==> config.mk <==
export PLATFORM = sky130hd
export DESIGN_NAME = rate_debounce_gen
export DESIGN_NICKNAME = d
export VERILOG_FILES = /design/src/rtl/rdb_pkg.sv /design/src/rtl/rdb_prescaler.sv /design/src/rtl/rdb_sync.sv /design/src/rtl/rdb_debounce.sv /design/src/rtl/rate_debounce_gen.sv
export SDC_FILE = /design/constraint.sdc
export NUM_CORES = 1
export LEC_CHECK = 0
export BUFFER_PORTS_ARGS = -buffer_cell sky130_fd_sc_hd__buf_2
export CORE_MARGIN = 4
export CORE_UTILIZATION = 59
export DETAILED_ROUTE_END_ITERATION = 10
export HOLD_SLACK_MARGIN = 0.02
export PLACE_DENSITY_LB_ADDON = 0.15
export REMOVE_ABC_BUFFERS = 1
export SETUP_SLACK_MARGIN = 0.1
export SLEW_MARGIN = 20
export SYNTH_ARGS = -nofsm -noshare
export SYNTH_HDL_FRONTEND = slang
export SYNTH_HIERARCHICAL = 1
export SYNTH_SLANG_ARGS = --single-unit
==> constraint.sdc <==
create_clock -name clk_i -period 3.2 [get_ports clk_i]
set_clock_uncertainty 0.05 [all_clocks]
set_input_delay 0.32 -clock clk_i [delete_from_list [all_inputs] [get_ports clk_i]]
set_output_delay 0.32 -clock clk_i [all_outputs]
set_load 0.02 [all_outputs]
==> src/rtl/rdb_pkg.sv <==
package rdb_pkg;
  localparam int SEL_W = 3;
  localparam int NCODE = 1 << SEL_W;
  localparam int DIV_W = NCODE - 1;
  localparam int MAX_UNITS = 250;

  // debounce window in microsecond units, per rate code
  function automatic int unsigned db_units(logic [SEL_W-1:0] code);
    case (code)
      3'd0: db_units = 2;
      3'd1: db_units = 4;
      3'd2: db_units = 8;
      3'd3: db_units = 15;
      3'd4: db_units = 31;
      3'd5: db_units = 61;
      3'd6: db_units = 120;
      default: db_units = 250;
    endcase
  endfunction
endpackage

==> src/rtl/rdb_prescaler.sv <==
module rdb_prescaler
  import rdb_pkg::*;
#(
  parameter int BASE_DIV = 4
) (
  input  logic             clk_i,
  input  logic             rst_ni,
  input  logic [SEL_W-1:0] sel_i,
  output logic             tick_o
);
  localparam int BW = (BASE_DIV > 1) ? $clog2(BASE_DIV) : 1;
  localparam logic [BW-1:0] BLAST = BW'(BASE_DIV - 1);

  logic [BW-1:0]    bcnt_q;
  logic [DIV_W-1:0] div_q;
  logic [SEL_W-1:0] sel_q;
  logic             run_q;
  logic             base_stb, wrap;
  logic [NCODE-1:0] hit;

  assign base_stb = (bcnt_q == BLAST);
  assign wrap     = base_stb && (&div_q);

  // stage k fires when the low k divider bits are all ones
  assign hit[0] = 1'b1;
  for (genvar g = 1; g < NCODE; g++) begin : g_stage
    assign hit[g] = &div_q[g-1:0];
  end

  always_ff @(posedge clk_i or negedge rst_ni) begin
    if (!rst_ni) begin
      bcnt_q <= '0;
      div_q  <= '0;
      sel_q  <= '0;
      run_q  <= 1'b0;
    end else begin
      bcnt_q <= base_stb ? '0 : bcnt_q + 1'b1;
      if (base_stb) begin
        div_q <= div_q + 1'b1;
        run_q <= 1'b1;
      end
      // code only switches at a full divider boundary
      if (!run_q || wrap) sel_q <= sel_i;
    end
  end

  assign tick_o = base_stb && hit[sel_q];
endmodule

==> src/rtl/rdb_sync.sv <==
module rdb_sync #(
  parameter int STAGES = 2
) (
  input  logic clk_i,
  input  logic rst_ni,
  input  logic d_i,
  output logic q_o
);
  logic [STAGES-1:0] sr_q;

  always_ff @(posedge clk_i or negedge rst_ni) begin
    if (!rst_ni) sr_q <= '0;
    else         sr_q <= {sr_q[STAGES-2:0], d_i};
  end

  assign q_o = sr_q[STAGES-1];
endmodule

==> src/rtl/rdb_debounce.sv <==
module rdb_debounce
  import rdb_pkg::*;
#(
  parameter int US_CYC = 2
) (
  input  logic             clk_i,
  input  logic             rst_ni,
  input  logic [SEL_W-1:0] sel_i,
  input  logic             d_i,
  output logic             q_o
);
  localparam int CW = $clog2(MAX_UNITS * US_CYC + 1) + 1;

  logic [CW-1:0] cnt_q;
  logic [CW-1:0] lim;
  logic          q_q;

  assign lim = CW'(US_CYC * db_units(sel_i));

  always_ff @(posedge clk_i or negedge rst_ni) begin
    if (!rst_ni) begin
      cnt_q <= '0;
      q_q   <= 1'b0;
    end else if (d_i == q_q) begin
      cnt_q <= '0;
    end else if (cnt_q + 1'b1 >= lim) begin
      // >= keeps a window shortened mid-count from stalling
      q_q   <= d_i;
      cnt_q <= '0;
    end else begin
      cnt_q <= cnt_q + 1'b1;
    end
  end

  assign q_o = q_q;
endmodule

==> src/rtl/rate_debounce_gen.sv <==
module rate_debounce_gen
  import rdb_pkg::*;
#(
  parameter int BASE_DIV = 4,
  parameter int US_CYC   = 2
) (
  input  logic             clk_i,
  input  logic             rst_ni,
  input  logic [SEL_W-1:0] rate_sel_i,
  input  logic             raw_i,
  output logic             tick_o,
  output logic             clean_o
);
  logic raw_s;

  rdb_prescaler #(.BASE_DIV(BASE_DIV)) u_pre (
    .clk_i  (clk_i),
    .rst_ni (rst_ni),
    .sel_i  (rate_sel_i),
    .tick_o (tick_o)
  );

  rdb_sync #(.STAGES(2)) u_sync (
    .clk_i  (clk_i),
    .rst_ni (rst_ni),
    .d_i    (raw_i),
    .q_o    (raw_s)
  );

  rdb_debounce #(.US_CYC(US_CYC)) u_db (
    .clk_i  (clk_i),
    .rst_ni (rst_ni),
    .sel_i  (rate_sel_i),
    .d_i    (raw_s),
    .q_o    (clean_o)
  );
endmodule

==> impl_metrics.py <==
metrics = {
    "outcome": {
        "outcome": "finished clean",
    },
    "timing": {
        "rsz0062_at_grt": "false",
        "slew_violations": 0,
        "setup-tns-final_ns": 0,
        "fin_hold_ws_ns": 0.0559,
        "setup_violations": 0,
        "finalCriticalPeriod_ns": 2.54,
        "tightest_slew_ns": 0.572,
        "maxSlewHeadroom_pct": 61.9,
        "hold_violations": 0,
        "min_period_over_period_pct": 79.4,
        "fmax_mhz": 393,
    },
    "die": {
        "die_area_um2": 3310,
        "rows": 17,
        "pin_count": 8,
        "start_util_pct": 63.6,
        "die_x_um": 57.5,
        "die_height_um": 57.5,
        "fp.coreArea_um2": 2280,
    },
    "cells_and_area": {
        "diodes": 0,
        "area_growth_syn_to_layout_pct": 7.27,
        "nFillCells": 177,
        "final_net_count": 158,
        "drive_gt1_share_pct": 18.8,
    },
    "drt": {
        "drc_errors": 0,
        "vias_per_cell": 5.72,
        "antenna_left": 0,
        "totalWireLength_um": 2530,
        "firstDrtPassIters": 4,
        "wl_per_cell_um": 15.2,
        "via_count": 949,
        "drt_first_iter_violations": 22,
    },
    "clocking": {
        "cts_sinks": 26,
        "cts_max_level": 1,
        "cts_buffers": 3,
        "cts_max_path_buffers": 2,
        "cts-root-buf": "clkbuf_4",
        "cts_tree": "built",
        "clk_latency_ns": 0.31,
        "clk_pin_slew_ns": 0.13,
        "cts_setup_buffers": 0,
    },
    "setup_path": {
        "crit_path_max_fanout": 5,
        "path_class": "reg -> reg",
        "crit_slowest_cell": "o311ai_0",
        "slowest_delay_ns": 0.46,
        "critPathArrivalTime_ns": 2.70,
        "crit_required_ns": 3.36,
        "end_kind": "flop",
        "path_cells": "ha_1, nand3_1, xnor2_1, ha_1, nand2_1, o311ai_0, o221ai_2, nand2_1, mux2_1",
        "start_kind": "flop",
    },
    "synth": {
        "synth_top_area_share_pct": 45.0,
        "synth_area_leaders": "dfrtp_1 45%, ha_1 11%, mux2_2 4.7%",
        "synth_edf_count": 0,
        "synth_seq_cells": 26,
        "synth_top_family_by_area": "simple AND/OR/NAND/NOR gates",
        "synth_cells": 127,
        "synth_compound_area_share_pct": 6.40,
        "yosysUniqueCellTypes": 34,
        "yosys_warnings": 6,
        "synthMuxAreaShare_pct": 6.14,
        "synth-simple-area-share_pct": 20.4,
        "synth_ff_type": "dfrtp_1",
        "synthXorXnorAreaFrac_pct": 8.48,
        "syn-cell-area_um2": 1450,
        "seq_area_frac_synth_pct": 45.0,
        "synthAdderAreaFrac_pct": 11.2,
        "avgSynthCellArea_um2": 11.4,
        "async_reset_ff_share_pct": 100,
        "yosysTopAreaCell": "dfrtp_1",
    },
    "min_path": {
        "hold_class": "in -> reg",
    },
    "pwr": {
        "peakVddDrop_mv": 0.248,
        "p_leak_nw": 0.742,
        "power.density_nw_per_um2": 358,
    },
    "grt": {
        "grt_max_degree": 27,
        "grt_pass1_wl_um": 4530,
        "track_usage_pct": 17.6,
        "overflow": 0,
        "grt_pass1_vias": 1006,
        "antenna_found_initial": 0,
    },
    "placed_design": {
        "portBuffers": 7,
        "hpwl_um": 2000,
        "gp_congestion": 0.815,
    },
    "run": {
        "maxCapViolCount": 0,
    },
}
[state kept, by name (all words and copies together), names as in the netlist]
| register | count |
|---|---|
| u_sync/sr_q | 2 |
| u_pre/run_q | 1 |
| u_pre/sel_q | 3 |
| u_db/q_o | 1 |
| u_db/cnt_q | 10 |
| u_pre/div_q | 7 |
| u_pre/bcnt_q | 2 |
[Yosys cell counts, types with 2 or more instances]
cell	n
inv_1	5
nand3_2	2
nand3b_1	2
nor2b_1	8
nand3_1	6
nand2_1	8
xor2_1	7
mux2_2	6
nand4_1	3
ha_1	13
dfrtp_1	26
o21ai_0	4
xnor2_1	7
nor2_1	10
[cells by family after synthesis]
family / count (synthesis)
adder cells (fa/ha/maj): 13
AO/OA/AOI/OAI: 12
AND/OR/NAND/NOR: 47
multiplexers: 8
XOR/XNOR: 14
other: 1
buffers and inverters: 6
flip-flops: 26
[layout make-up]
cell class	instances	area, µm²	area share [%]
Multi-Input combinational cell	95	766	49.4
Clock buffer	4	36.3	2.34
Sequential cell	26	651	41.9
Tap cell	28	35.0	2.26
Inverter	5	18.8	1.21
Timing Repair Buffer	8	45.0	2.90
[repair_timing]
item	4_1_cts	5_1_grt
hold endpoints to repair	26	0
hold buffers	1	0
resized for setup	0	0
[critical path, delay by kind of cell (launching register included)]
kind                     cells  cell delay, ns
XOR/XNOR                     1            0.18
flip-flops                   1            0.43
adder cells (fa/ha/maj)      2            0.55
multiplexers                 1            0.32
AND/OR/NAND/NOR              3            0.27
AO/OA/AOI/OAI                2            0.63
[power breakdown]
group,total [mW],switching [mW],internal (mW),leakage [nW]
sequential,0.343,0.00727,0.336,0.326
clock,0.162,0.0930,0.0694,0.0210
combinational,0.0492,0.0305,0.0187,0.395
total,0.555,0.131,0.424,0.742
[routing by layer]
layer,vias up,routed length (µm),global-route usage [%]
li1,466,-,-
met5,-,0,0
met1,466,1200,23.3
met3,4,77,2.49
met2,13,1210,29.4
met4,0,38,5.96
[metrics by stage]
| step | std cells | setup slack, ns | util (%) | power (mW) | area (µm²) |
|---|---|---|---|---|---|
| final | 166 | 0.658 | 68.2 | 0.555 | 1550 |
| after CTS | 166 | 0.659 | 68.2 | 0.564 | 1550 |
| after global routing | 166 | 0.498 | 68.2 | 0.587 | 1550 |
| after global placement | 161 | 0.863 | 66.1 | 0.394 | 1510 |
| after floorplan | 126 | 0.959 | - | 0.375 | 1440 |
| after detailed placement | 161 | 0.678 | 66.1 | 0.399 | 1510 |
[layout by cell type, fill, tap and decap left out, types with 2 or more instances in the layout]
master    instances
nand2_1           8
mux2_2            6
xnor2_1           7
nand3_2           2
xor2_1            7
inv_1             5
nor2b_1           8
buf_2             7
nor2_1           10
dfrtp_1          26
o21ai_0           4
ha_1             13
nand3_1           6
nand4_1           3
clkbuf_4          3
nand3b_1          2
[worst paths after layout]
kind,from,to,slack (ns),cells after the start
setup / recovery,u_db/cnt_q[0],u_db/q_o,0.66,9
hold / removal,raw_i,u_sync/sr_q[0],0.06,1
setup reg to reg,u_db/cnt_q[0],u_db/q_o,0.66,9
hold reg to reg,u_sync/sr_q[0],u_sync/sr_q[1],0.33,0
max in group asynchronous,rst_ni,u_db/cnt_q[6],2.26,2
min in group asynchronous,rst_ni,u_db/cnt_q[4],0.46,2
Note: power is estimated with default switching activity, not from simulation.
